--- src/rtl/mm_pkg.sv ---
package mm_pkg;

  typedef enum logic {
    PH_LOAD = 1'b0,
    PH_RUN  = 1'b1
  } phase_e;

  // index width for a dimension of n entries, never narrower than one bit
  function automatic int idx_bits(input int n);
    return (n > 1) ? $clog2(n) : 1;
  endfunction

  // width of a signed sum of k products of two dw-bit signed values
  function automatic int sum_bits(input int dw, input int k);
    return 2 * dw + ((k > 1) ? $clog2(k) : 0);
  endfunction

endpackage

--- src/rtl/mm_regbank.sv ---
module mm_regbank
  import mm_pkg::*;
#(
  parameter int ROWS = 3,
  parameter int COLS = 2,
  parameter int DW   = 8,
  localparam int RW  = idx_bits(ROWS),
  localparam int CW  = idx_bits(COLS)
) (
  input  logic                 clk,
  input  logic                 rst_n,
  input  logic                 we,
  input  logic [RW-1:0]        wr_row,
  input  logic [CW-1:0]        wr_col,
  input  logic [DW-1:0]        wr_data,
  input  logic [RW-1:0]        rd_row,
  input  logic [CW-1:0]        rd_col,
  output logic signed [DW-1:0] rd_data
);

  localparam int CELLS = ROWS * COLS;

  logic [CELLS*DW-1:0] flat;

  for (genvar r = 0; r < ROWS; r++) begin : g_row
    for (genvar c = 0; c < COLS; c++) begin : g_col
      logic [DW-1:0] q;
      logic          hit;
      assign hit = we && (wr_row == RW'(r)) && (wr_col == CW'(c));
      always_ff @(posedge clk or negedge rst_n) begin
        if (!rst_n)   q <= '0;
        else if (hit) q <= wr_data;
      end
      assign flat[(r*COLS+c)*DW +: DW] = q;
    end
  end

  always_comb begin
    rd_data = '0;
    for (int r = 0; r < ROWS; r++) begin
      for (int c = 0; c < COLS; c++) begin
        if (rd_row == RW'(r) && rd_col == CW'(c))
          rd_data = flat[(r*COLS+c)*DW +: DW];
      end
    end
  end

endmodule

--- src/rtl/mm_dotacc.sv ---
module mm_dotacc
  import mm_pkg::*;
#(
  parameter int DEPTH = 2,
  parameter int DW    = 8,
  parameter int TW    = 4,
  localparam int SW   = sum_bits(DW, DEPTH),
  localparam int KW   = idx_bits(DEPTH)
) (
  input  logic                 clk,
  input  logic                 rst_n,
  input  logic                 beat_en,
  input  logic signed [DW-1:0] lhs,
  input  logic signed [DW-1:0] rhs,
  input  logic [TW-1:0]        tag_in,
  output logic                 beat_last,
  output logic                 res_valid,
  output logic signed [SW-1:0] res_sum,
  output logic [TW-1:0]        res_tag
);

  localparam logic [KW-1:0] K_LAST = KW'(DEPTH - 1);

  function automatic logic signed [SW-1:0] mac(input logic signed [SW-1:0] acc_in,
                                               input logic signed [DW-1:0] a,
                                               input logic signed [DW-1:0] b);
    logic signed [2*DW-1:0] prod;
    prod = a * b;
    return acc_in + SW'(prod);
  endfunction

  logic signed [SW-1:0] acc;
  logic signed [SW-1:0] acc_next;
  logic [KW-1:0]        kcnt;

  assign acc_next  = mac(acc, lhs, rhs);
  assign beat_last = beat_en && (kcnt == K_LAST);

  always_ff @(posedge clk or negedge rst_n) begin
    if (!rst_n) begin
      acc       <= '0;
      kcnt      <= '0;
      res_valid <= 1'b0;
      res_sum   <= '0;
      res_tag   <= '0;
    end else begin
      res_valid <= 1'b0;
      if (beat_en) begin
        if (beat_last) begin
          res_valid <= 1'b1;
          res_sum   <= acc_next;
          res_tag   <= tag_in;
          acc       <= '0;
          kcnt      <= '0;
        end else begin
          acc  <= acc_next;
          kcnt <= kcnt + 1'b1;
        end
      end
    end
  end

endmodule

--- src/rtl/mm_seq.sv ---
module mm_seq
  import mm_pkg::*;
#(
  parameter int ROWS_A = 3,
  parameter int DEPTH  = 2,
  parameter int COLS_B = 3,
  localparam int IW    = idx_bits(ROWS_A),
  localparam int JW    = idx_bits(COLS_B),
  localparam int KW    = idx_bits(DEPTH),
  localparam int LRW   = idx_bits((ROWS_A > COLS_B) ? ROWS_A : COLS_B)
) (
  input  logic           clk,
  input  logic           rst_n,
  input  logic           in_valid,
  output logic           wr_a,
  output logic           wr_b,
  output logic [LRW-1:0] wr_row,
  output logic [KW-1:0]  wr_col,
  output logic [IW-1:0]  rd_i,
  output logic [JW-1:0]  rd_j,
  output logic [KW-1:0]  rd_k,
  output logic           beat_en,
  output logic           running
);

  localparam logic [KW-1:0]  K_LAST  = KW'(DEPTH - 1);
  localparam logic [IW-1:0]  I_LAST  = IW'(ROWS_A - 1);
  localparam logic [JW-1:0]  J_LAST  = JW'(COLS_B - 1);
  localparam logic [LRW-1:0] LA_LAST = LRW'(ROWS_A - 1);
  localparam logic [LRW-1:0] LB_LAST = LRW'(COLS_B - 1);

  phase_e         phase;
  logic [LRW-1:0] ld_row;
  logic [KW-1:0]  ld_col;
  logic           ld_sel;
  logic [IW-1:0]  ci;
  logic [JW-1:0]  cj;
  logic [KW-1:0]  ck;

  logic load_beat, row_end, mat_end, k_end, j_end, run_end;

  assign load_beat = (phase == PH_LOAD) && in_valid;
  assign row_end   = (ld_col == K_LAST);
  assign mat_end   = row_end && (ld_row == (ld_sel ? LB_LAST : LA_LAST));
  assign k_end     = (ck == K_LAST);
  assign j_end     = k_end && (cj == J_LAST);
  assign run_end   = (phase == PH_RUN) && j_end && (ci == I_LAST);

  assign wr_a    = load_beat && !ld_sel;
  assign wr_b    = load_beat && ld_sel;
  assign wr_row  = ld_row;
  assign wr_col  = ld_col;
  assign rd_i    = ci;
  assign rd_j    = cj;
  assign rd_k    = ck;
  assign beat_en = (phase == PH_RUN);
  assign running = (phase == PH_RUN);

  always_ff @(posedge clk or negedge rst_n) begin
    if (!rst_n) begin
      phase  <= PH_LOAD;
      ld_row <= '0;
      ld_col <= '0;
      ld_sel <= 1'b0;
      ci     <= '0;
      cj     <= '0;
      ck     <= '0;
    end else if (phase == PH_LOAD) begin
      if (load_beat) begin
        if (row_end) begin
          ld_col <= '0;
          if (mat_end) begin
            ld_row <= '0;
            if (ld_sel) begin
              ld_sel <= 1'b0;
              phase  <= PH_RUN;
            end else begin
              ld_sel <= 1'b1;
            end
          end else begin
            ld_row <= ld_row + 1'b1;
          end
        end else begin
          ld_col <= ld_col + 1'b1;
        end
      end
    end else begin
      if (run_end) begin
        ci    <= '0;
        cj    <= '0;
        ck    <= '0;
        phase <= PH_LOAD;
      end else if (j_end) begin
        ck <= '0;
        cj <= '0;
        ci <= ci + 1'b1;
      end else if (k_end) begin
        ck <= '0;
        cj <= cj + 1'b1;
      end else begin
        ck <= ck + 1'b1;
      end
    end
  end

endmodule

--- src/rtl/mm_matmul.sv ---
module mm_matmul
  import mm_pkg::*;
#(
  parameter int ROWS_A = 3,
  parameter int DEPTH  = 2,
  parameter int COLS_B = 3,
  parameter int DW     = 8,
  localparam int IW    = idx_bits(ROWS_A),
  localparam int JW    = idx_bits(COLS_B),
  localparam int SW    = sum_bits(DW, DEPTH)
) (
  input  logic                 clk,
  input  logic                 rst_n,
  input  logic                 in_valid,
  input  logic [DW-1:0]        in_data,
  output logic                 res_valid,
  output logic [IW-1:0]        res_row,
  output logic [JW-1:0]        res_col,
  output logic signed [SW-1:0] res_data,
  output logic                 job_done
);

  localparam int KW  = idx_bits(DEPTH);
  localparam int LRW = idx_bits((ROWS_A > COLS_B) ? ROWS_A : COLS_B);
  localparam int TW  = IW + JW;
  localparam logic [IW-1:0] I_LAST = IW'(ROWS_A - 1);
  localparam logic [JW-1:0] J_LAST = JW'(COLS_B - 1);

  // named internal events, observed by the bound checker
  logic           wr_a_en, wr_bt_en, run_phase, beat_en, beat_last;
  logic [LRW-1:0] wr_row;
  logic [KW-1:0]  wr_col;
  logic [IW-1:0]  rd_i;
  logic [JW-1:0]  rd_j;
  logic [KW-1:0]  rd_k;
  logic signed [DW-1:0] a_elem, bt_elem;
  logic [TW-1:0]  tag_out;
  logic           final_fire;

  mm_seq #(.ROWS_A(ROWS_A), .DEPTH(DEPTH), .COLS_B(COLS_B)) u_seq (
    .clk     (clk),
    .rst_n   (rst_n),
    .in_valid(in_valid),
    .wr_a    (wr_a_en),
    .wr_b    (wr_bt_en),
    .wr_row  (wr_row),
    .wr_col  (wr_col),
    .rd_i    (rd_i),
    .rd_j    (rd_j),
    .rd_k    (rd_k),
    .beat_en (beat_en),
    .running (run_phase)
  );

  mm_regbank #(.ROWS(ROWS_A), .COLS(DEPTH), .DW(DW)) u_bank_a (
    .clk    (clk),
    .rst_n  (rst_n),
    .we     (wr_a_en),
    .wr_row (IW'(wr_row)),
    .wr_col (wr_col),
    .wr_data(in_data),
    .rd_row (rd_i),
    .rd_col (rd_k),
    .rd_data(a_elem)
  );

  mm_regbank #(.ROWS(COLS_B), .COLS(DEPTH), .DW(DW)) u_bank_bt (
    .clk    (clk),
    .rst_n  (rst_n),
    .we     (wr_bt_en),
    .wr_row (JW'(wr_row)),
    .wr_col (wr_col),
    .wr_data(in_data),
    .rd_row (rd_j),
    .rd_col (rd_k),
    .rd_data(bt_elem)
  );

  mm_dotacc #(.DEPTH(DEPTH), .DW(DW), .TW(TW)) u_dot (
    .clk      (clk),
    .rst_n    (rst_n),
    .beat_en  (beat_en),
    .lhs      (a_elem),
    .rhs      (bt_elem),
    .tag_in   ({rd_i, rd_j}),
    .beat_last(beat_last),
    .res_valid(res_valid),
    .res_sum  (res_data),
    .res_tag  (tag_out)
  );

  assign res_row    = tag_out[TW-1:JW];
  assign res_col    = tag_out[JW-1:0];
  assign final_fire = res_valid && (res_row == I_LAST) && (res_col == J_LAST);

  always_ff @(posedge clk or negedge rst_n) begin
    if (!rst_n) job_done <= 1'b0;
    else        job_done <= final_fire;
  end

endmodule

--- config.mk ---
export PLATFORM = sky130hd
export DESIGN_NAME = mm_matmul
export DESIGN_NICKNAME = d
export VERILOG_FILES = /design/src/rtl/mm_pkg.sv /design/src/rtl/mm_regbank.sv /design/src/rtl/mm_dotacc.sv /design/src/rtl/mm_seq.sv /design/src/rtl/mm_matmul.sv
export SDC_FILE = /design/constraint.sdc
export NUM_CORES = 1
export LEC_CHECK = 0
export ABC_AREA = 1
export BUFFER_PORTS_ARGS = -buffer_cell sky130_fd_sc_hd__buf_2
export CAP_MARGIN = 15
export CORE_UTILIZATION = 39
export DETAILED_ROUTE_END_ITERATION = 8
export PLACE_DENSITY_LB_ADDON = 0.25
export RECOVER_POWER = 50
export SLEW_MARGIN = 10
export SYNTH_ARGS = -nofsm -noshare
export SYNTH_HDL_FRONTEND = slang
export SYNTH_SLANG_ARGS = --single-unit
export TNS_END_PERCENT = 50
--- constraint.sdc ---
create_clock -name clk -period 10.6 [get_ports clk]
set_input_delay 1.59 -clock clk [delete_from_list [all_inputs] [get_ports clk]]
set_output_delay 1.59 -clock clk [all_outputs]
set_load 0.005 [all_outputs]
* Word level (Yosys, flattened, before mapping)
Cells that the tools add are included.
** Cells by class
- Multiply operators :: 1
- $add $sub $neg :: 7
- Reductions and logical operators :: 51
- Equal/unequal tests :: 8
- Muxes and demuxes :: 33
- Bitwise logic cells :: 3
** Operators by type and width (count)
- 8-bit 2-to-1 mux :: 12
- 1-bit logical AND :: 39
- 17-bit by 16-bit adder with 17-bit output :: 1
- 17-bit 2-to-1 mux :: 1
- 8-bit by 8-bit multiplier with 16-bit output :: 1
- 1-bit 2-to-1 mux :: 14
- 2-bit 2-to-1 mux :: 6
- 2-bit equality test (second input constant) :: 5
- 2-bit AND reduction :: 4
- 2-bit by 1-bit adder with 2-bit output (second input constant) :: 3
- 2-bit by 1-bit equality test with 1-bit output (second input constant) :: 3
- 2-bit logical NOT :: 3
- 4-bit AND reduction :: 1
- 1-bit adder (second input constant) :: 3
- 1-bit inverter :: 3
- 3-bit AND reduction :: 1
- 3-bit nonzero test :: 1
- 2-bit nonzero test :: 1
- 1-bit logical NOT :: 1
** Word-level totals
- Output and inout bits :: 23
- Input bits :: 11
- Bits in registers :: 147
- Logic and storage cells :: 128

* Depth between registers and ports, before layout
Gate-level depths: netlist (run 1).
- Depth in word-level cells :: 11
- Mapped depth :: 29
- Depth with buffers taken out :: 29

* Hierarchy
A second synthesis (run 1) with hierarchy kept.
** Unflattened totals
- Cell total of the unflattened synthesis :: 1188
- Area, all modules :: 9798.1 um^2
** Modules (own cells, without submodules)
- mm_dotacc :: instances 1, cells an instance 598, sequential area each 1001.0 um^2, area an instance 4870.9 um^2
- mm_regbank :: instances 2, cells an instance 261, sequential area each 1201.2 um^2, area an instance 2188.3 um^2
- mm_seq :: instances 1, cells an instance 62, sequential area each 250.2 um^2, area an instance 498.0 um^2
- mm_matmul :: instances 1, cells an instance 6, sequential area each 25.0 um^2, area an instance 52.6 um^2

* Worst setup path after synthesis (run 1)
Ideal clock, no wire load.
- Path kind :: reg-to-reg
- Start point :: register u_seq.ci[1], in the netlist u_seq.rd_i[1]
- End point :: register u_dot.res_sum[10]
- Setup slack :: 4.854 ns
- Cell stages (with the launch flop) :: 27
- Arrival :: 5.627 ns
- Clock period less this slack :: 5.746 ns
- Path buffers :: 0
- Library setup time :: 0.119 ns
- Data required time :: 10.481 ns
- Cells stage by stage :: dfrtp_1 inv_1 nand2_1 nor2_4 nand2_1 nand3_1 o211ai_1 nand2_2 nand2_2 nor2_1 inv_1 fa_1 inv_1 fa_1 fa_1 fa_1 fa_1 ha_1 nand3_1 nand3_1 nand2_1 nand2_1 nand2_1 nand2_1 or2_2 nand3_1 nand2_1
** Between the ends
- Cells in the longest elaborated chain, start to end :: 10
- Elaborated cells on any way between the ends :: 17
- Those cells by class :: add/sub (1); mul (1); eq/ne (2); mux (6); reduce/logical (7)
** Ends and longest elaborated chain
- start, declared :: RTL line mm_seq.sv:36 : logic [IW-1:0] ci;
- start signal, assigned :: RTL line mm_seq.sv:96 : ci <= ci + 1'b1;
- 2-bit logical NOT :: RTL line mm_regbank.sv:42 : if (rd_row == RW'(r) && rd_col == CW'(c))
- 1-bit logical AND :: RTL line mm_regbank.sv:42
- 8-bit 2-to-1 mux (5 in series) :: RTL line mm_regbank.sv:42
- 8-bit 2-to-1 mux (*) :: RTL line mm_regbank.sv:42
- 8-bit by 8-bit multiplier with 16-bit output (*) :: RTL line mm_dotacc.sv:28 : prod = a * b;
- 17-bit by 16-bit adder with 17-bit output (*) :: RTL line mm_dotacc.sv:29 : return acc_in + SW'(prod);
- end signal, assigned :: RTL line mm_dotacc.sv:51 : res_sum <= acc_next;
- end, declared :: RTL line mm_dotacc.sv:18 : output logic signed [SW-1:0] res_sum,
Mark *: on every way between the ends. The rest lies on a longest branch, timed or not.
A chain may end at the register's enable or synchronous reset.

* Final worst setup path (run 1)
- Start point :: register u_seq.ck, in the netlist u_seq.rd_k
- End point :: register u_dot.res_sum[14]
** Between the ends
- Cells in the longest elaborated chain, start to end :: 10
- Elaborated cells on any way between the ends :: 27
- Those cells by class :: add/sub (1); mul (1); mux (12); bitwise (1); reduce/logical (12)
** Ends and longest elaborated chain
- start, declared :: RTL line mm_seq.sv:38 : logic [KW-1:0] ck;
- start signal, assigned :: RTL line mm_seq.sv:101 : ck <= ck + 1'b1;
- 1-bit inverter :: RTL line mm_regbank.sv:42
- 1-bit logical AND :: RTL line mm_regbank.sv:42
- 8-bit 2-to-1 mux (6 in series) :: RTL line mm_regbank.sv:42
- 8-bit by 8-bit multiplier with 16-bit output (*) :: RTL line mm_dotacc.sv:28
- 17-bit by 16-bit adder with 17-bit output (*) :: RTL line mm_dotacc.sv:29
Marked as above.

==> metrics.txt, run 1 <==
sequential area share after synthesis 0.392; Vias/cell 4.95; Final Skew 0.0150 ns; worst setup path class reg -> reg; cts hold-fix bufs 0; clk sinks 147; Synth Cell Area 9380 sq um; clk slew on worst S/H paths 0.07 ns; die span in x 157 microns; R2R Setup Slk 4.59 ns; Crit Path Max Fanout 13; Post-CTS Resized 0; DR iter-0 viols 579; I/O pin cnt 34; Chip Height 157 microns; Max Freq 166 MHz; final hold violation count 0; CTS Buf Count 17; area delta synth->final 10.9%; synth warn 0; Cells after Synth 1,089; Worst-Margin Slew 3.92 ns; worst path arrival time 6.33 ns; Final setup violation count 0; Row Count 56; CP Launch Type flip-flop; crit path capture u_dot.res_sum[14]; H-tree depth 4; Pins Over Slew Limit 72; via count of the routed design 7,178; Hold WC Path Type reg -> reg; largest net degree at the start of global routing 78; antenna diode count 0; Seq cells post-synth 147; Total Wirelength 22.0 mm; Slew HR -1.61; core area 23,500 sq um; Post-synth EDFFs 0; top-area cell type share of the netlist area 0.392; Total GRT Usage 0.201; layout cells sized above 1 0.0841; Syn Nets 1,215; Syn Area/Cell 8.61 sq um; nets@finish 1,244; Min Clock Period, post-route 6.01 ns; number of port buffers 33; CTS root buf clkbuf_16; RR Startpoint u_seq.rd_k; Wirelength per Cell 15.2 microns; max-cap viol count 1; antenna violations before repair 0; most frequent cells in the layout 297 x nand2_1, 151 x inv_1, 147 x dfrtp_1; worst r2r path cells 20; setup TNS 0 ns; drt first pass iters 5; clk_lat worst skew 0.43 ns; number of library cell types mapped by synthesis 43; status finished with violations; source of the critical timing path u_seq.rd_k; Die ar. 24,700 sq um; ys flop type dfrtp_1; crit path capture type flip-flop; Max clock buf depth 2; Placer Congestion 0.840; CTS tree done; drt drc 0; fill count 2,393; Synth area leader dfrtp_1; violations in the final reports capacitance limit, slew limit; post-CTS setup buffers 0; hold-critical path depth 1; Required @ worst endpoint 10.92 ns; RR Endpoint u_dot.res_sum[14]; Detailed Place HPWL 16.4 mm; most common cell after layout, fill and taps aside nand2_1; unrepaired setup endpoints after global routing false; vias in the first global route 7,302; first-pass GRT wire length 38.2 mm; Final period util 0.567; total gr overflow 0; Synth area leaders dfrtp_1 39%, fa_1 16%, nand2_1 12%, o21ai_0 6.1%, inv_1 6.0%; asr flop ratio synth 1.00; Routed Antenna Nets 0; initial core utilization 0.398
## state kept, by name (all words and copies together), names as in the netlist
name / count
u_seq.ld_sel: 1
u_dot.res_tag: 4
u_bank_bt.g_row.g_col.q: 48
u_dot.acc: 17
u_seq.rd_k: 1
u_dot.res_sum: 17
u_bank_a.g_row.g_col.q: 48
job_done: 1
u_seq.beat_en: 1
u_seq.rd_i: 2
u_dot.res_valid: 1
u_seq.rd_j: 2
u_seq.wr_row: 2
u_dot.kcnt: 1
u_seq.wr_col: 1
## per-stage QoR
stage	instance area [sq um]	cells	worst slack (ns)	hold slack [ns]	util
floorplan	9380	1089	4.85	0.446	-
global placement	9850	1417	4.69	0.462	0.418
detailed placement	9850	1417	4.64	0.461	0.418
CTS	10400	1448	4.61	0.479	0.443
global route	10400	1449	4.14	0.485	0.442
finish	10400	1449	4.59	0.467	0.442
## cell families (layout without fill, tap and decap cells)
family	after synthesis	after routing	synth area share
AO/OA/AOI/OAI	169	169	0.100
XOR/XNOR	5	5	0.00467
adder cells (fa/ha/maj)	115	115	0.215
buffers and inverters	188	229	0.0778
flip-flops	147	147	0.392
AND/OR/NAND/NOR	465	465	0.210
## Yosys cell counts, types with 2 or more instances
cell	instances
o22ai_1	12
nand3b_1	4
inv_1	150
o221ai_1	5
buf_2	6
nor2_4	4
o21ai_0	114
dfrtp_1	147
xnor2_1	3
nand4_1	2
o21bai_1	2
o22a_1	7
o21ai_1	11
clkinv_1	2
ha_1	38
xor2_1	2
nor2_1	68
nor3_1	2
or2_2	3
nor2_2	8
nand2_1	292
fa_1	77
nand3_1	64
a21oi_1	12
nand2_2	11
clkbuf_1	18
inv_2	9
## how the worst min path moves through the flow
stage | start | end | slack [ns]
2_1_floorplan | u_bank_a.g_row[2].g_col[1].q[0] | u_bank_a.g_row[2].g_col[1].q[0] | 0.45
3_5_place_dp | u_dot.res_sum[13] | u_dot.res_sum[13] | 0.46
3_3_place_gp | u_dot.res_sum[12] | u_dot.res_sum[12] | 0.46
6_report | u_dot.res_tag[2] | job_done | 0.47
5_1_grt | u_dot.res_tag[2] | job_done | 0.48
4_1_cts | u_dot.res_tag[2] | job_done | 0.48
## worst max-delay path: stages (launching register included)
cell and delay, ns:
dfrtp_1 0.64, inv_2 0.16, nand2_1 0.29, o22ai_1 0.17
nor3b_4 0.47, and3_1 0.57, fa_1 0.53, fa_1 0.50
fa_1 0.52, fa_1 0.49, ha_1 0.31, ha_1 0.38
nand2_1 0.09, nor3_1 0.21, nand2_1 0.08, nand3_1 0.12
nand3_1 0.11, nand2_1 0.07, nand2_1 0.06, nand3_1 0.07
nand2_1 0.07
## layer usage
layer / routed length (microns) / global-route usage / vias to the layer above
met3: 851 / 0.0413 / 17
met4: 223 / 0.0448 / 0
met1: 10300 / 0.276 / 3528
met5: 0 / 0 / -
met2: 10700 / 0.328 / 143
li1: - / - / 3490
## area by class of cell
cell class | count | area (sq um) | area share
clock buffers | 21 | 460 | 0.0443
clock inverters | 10 | 124 | 0.0119
inverters | 162 | 613 | 0.0589
multi-input cells | 754 | 4940 | 0.475
well taps | 319 | 399 | 0.0384
flip-flops and latches | 147 | 3680 | 0.354
repair buffers | 36 | 183 | 0.0176
Power of run 1 is left out: the tool's default activity adds up to more than one toggle a clock period on the data nets, which glitch-free logic cannot reach.
==> run 2: changes to the inputs <==
- clock period: 10.6 -> 6.15 ns (I/O delays scaled with it)
==> metrics.txt, run 2 (synthesized netlist as in run 1, its figures left out) <==
CTS tree done; CTS root buf clkbuf_16; first-pass GRT wire length 38.0 mm (-0.51%); core area 23,500 sq um (unchanged); crit path capture type flip-flop; slowest CP cell fa_1; largest net degree at the start of global routing 83 (+6.4%); Slew HR -2.00 (-0.386); Die ar. 24,700 sq um (unchanged); Max Freq 175 MHz (+5.4%); CTS Buf Count 17 (unchanged); max-cap viol count 1 (unchanged); vias in the first global route 7,353 (+0.70%); slowest stage delay, CP 0.56 ns (-0.08 ns); nets@finish 1,249 (+0.40%); DR iter-0 viols 479 (-17%); Hold WC Path Type reg -> reg; Routed Antenna Nets 0 (unchanged); Placer Congestion 0.962 (+15%); most common cell after layout, fill and taps aside nand2_1; worst setup path class reg -> reg; Chip Height 157 microns (unchanged); Final setup violation count 0 (unchanged); most frequent cells in the layout 295 x nand2_1, 151 x inv_1, 147 x dfrtp_1; Final Skew 0.0129 ns (-0.00214 ns); Row Count 56 (unchanged); Max clock buf depth 2 (unchanged); Worst-Margin Slew 4.50 ns (+0.578 ns); Min Clock Period, post-route 5.71 ns (-0.306 ns); antenna violations before repair 0 (unchanged); Total GRT Usage 0.202 (+0.000687); total gr overflow 0 (unchanged); Total Wirelength 22.3 mm (+1.2%); area delta synth->final 11.6%; antenna diode count 0 (unchanged); metal2 WL 10.4 mm (-2.0%); Detailed Place HPWL 16.5 mm (+0.42%); clk_lat worst skew 0.44 ns (about the same); Vias/cell 4.99 (+0.78%); H-tree depth 4 (unchanged); status finished with violations; Crit Path Max Fanout 7 (-6); max layer used met4; final hold violation count 0 (unchanged); drt drc 0 (unchanged); unrepaired setup endpoints after global routing false; Required @ worst endpoint 6.47 ns (-4.45 ns); Pins Over Slew Limit 83 (+15%); layout cells sized above 1 0.0792 (-0.00485); CP Launch Type flip-flop; initial core utilization 0.398 (unchanged); Wirelength per Cell 15.3 microns (+0.82%); setup TNS 0 ns (unchanged); worst path arrival time 6.03 ns (-0.30 ns); I/O pin cnt 34 (unchanged); met1 WL 10.3 mm (about the same); clk sinks 147 (unchanged); via count of the routed design 7,264 (+1.2%); drt first pass iters 5 (unchanged); clk slew on worst S/H paths 0.07 ns (about the same); WL met3 926 microns (+8.8%); fill count 2,348 (-1.9%); violations in the final reports capacitance limit, slew limit; crit path buf inv count 6 (+5); number of port buffers 33 (unchanged); Largest regs u_bank_a.g_row.g_col.q (48), u_bank_bt.g_row.g_col.q (48); die span in x 157 microns (unchanged); cell family with most CP delay adder cells; Final period util 0.928 (+0.361)
[run 2: layer usage]
| metal | track usage | vias to the layer above |
|---|---|---|
| met5 | 0 | - |
| met4 | 0.0814 | 0 |
| met3 | 0.0322 | 47 |
| met2 | 0.322 | 178 |
| met1 | 0.275 | 3527 |
| li1 | - | 3512 |
[run 2: worst register-to-register path, stage by stage, from the launching register on]
cell and delay, ns:
dfrtp_1 0.38, inv_1 0.18, nand2_2 0.14, inv_1 0.11, nand2_2 0.10, inv_1 0.10
nand2_1 0.06, inv_1 0.05, nor2_1 0.04, nand3_2 0.14, inv_1 0.11, or2_1 0.25
fa_1 0.49, fa_1 0.56, inv_1 0.06, fa_1 0.50, fa_1 0.52, fa_1 0.48
ha_1 0.35, nand3_1 0.10, nand3_1 0.18, nand2_1 0.11, nand2_1 0.05, nand2_1 0.06
nand2_1 0.05, or2_2 0.28, nand3_1 0.08, nand2_1 0.06
[run 2: stage by stage]
step	cells	setup slack, ns	cell area [sq um]	hold slack (ns)	util
after CTS	1453	0.209	10500	0.483	0.445
final	1455	0.444	10500	0.477	0.445
after detailed placement	1421	0.219	9880	0.463	0.420
after global placement	1421	0.312	9880	0.460	0.420
after global routing	1455	0.00780	10500	0.493	0.445
after floorplan	1089	0.404	9380	0.446	-
[run 2: repair_timing]
action,CTS,global route
hold buffers,0,0
buffers inserted,0,1
gates resized for setup,0,4
setup endpoints to repair,0,14
[run 2: worst paths after layout]
kind	cells after the start	slack (ns)	endpoint	start
worst max-delay path	27	0.44	u_dot.res_sum[10]	u_seq.rd_i[1]
worst min-delay path	2	0.48	u_dot.res_sum[16]	u_dot.res_sum[16]
worst max register to register	27	0.44	u_dot.res_sum[10]	u_seq.rd_i[1]
worst min register to register	2	0.48	u_dot.res_sum[16]	u_dot.res_sum[16]
max in group asynchronous	2	1.44	u_bank_bt.g_row[2].g_col[1].q[1]	rst_n
min in group asynchronous	1	2.08	u_bank_a.g_row[0].g_col[0].q[1]	rst_n
[run 2: layout make-up]
class                           instances  area [sq um]  area share
Clock buffer                           17           425      0.0407
Clock inverter                         15           183      0.0175
Inverter                              162           609      0.0582
Multi-Input combinational cell        754          4950       0.473
Sequential cell                       147          3680       0.352
Tap cell                              319           399      0.0381
Timing Repair Buffer                   41           221      0.0212
Power of run 2 is left out for the same reason.
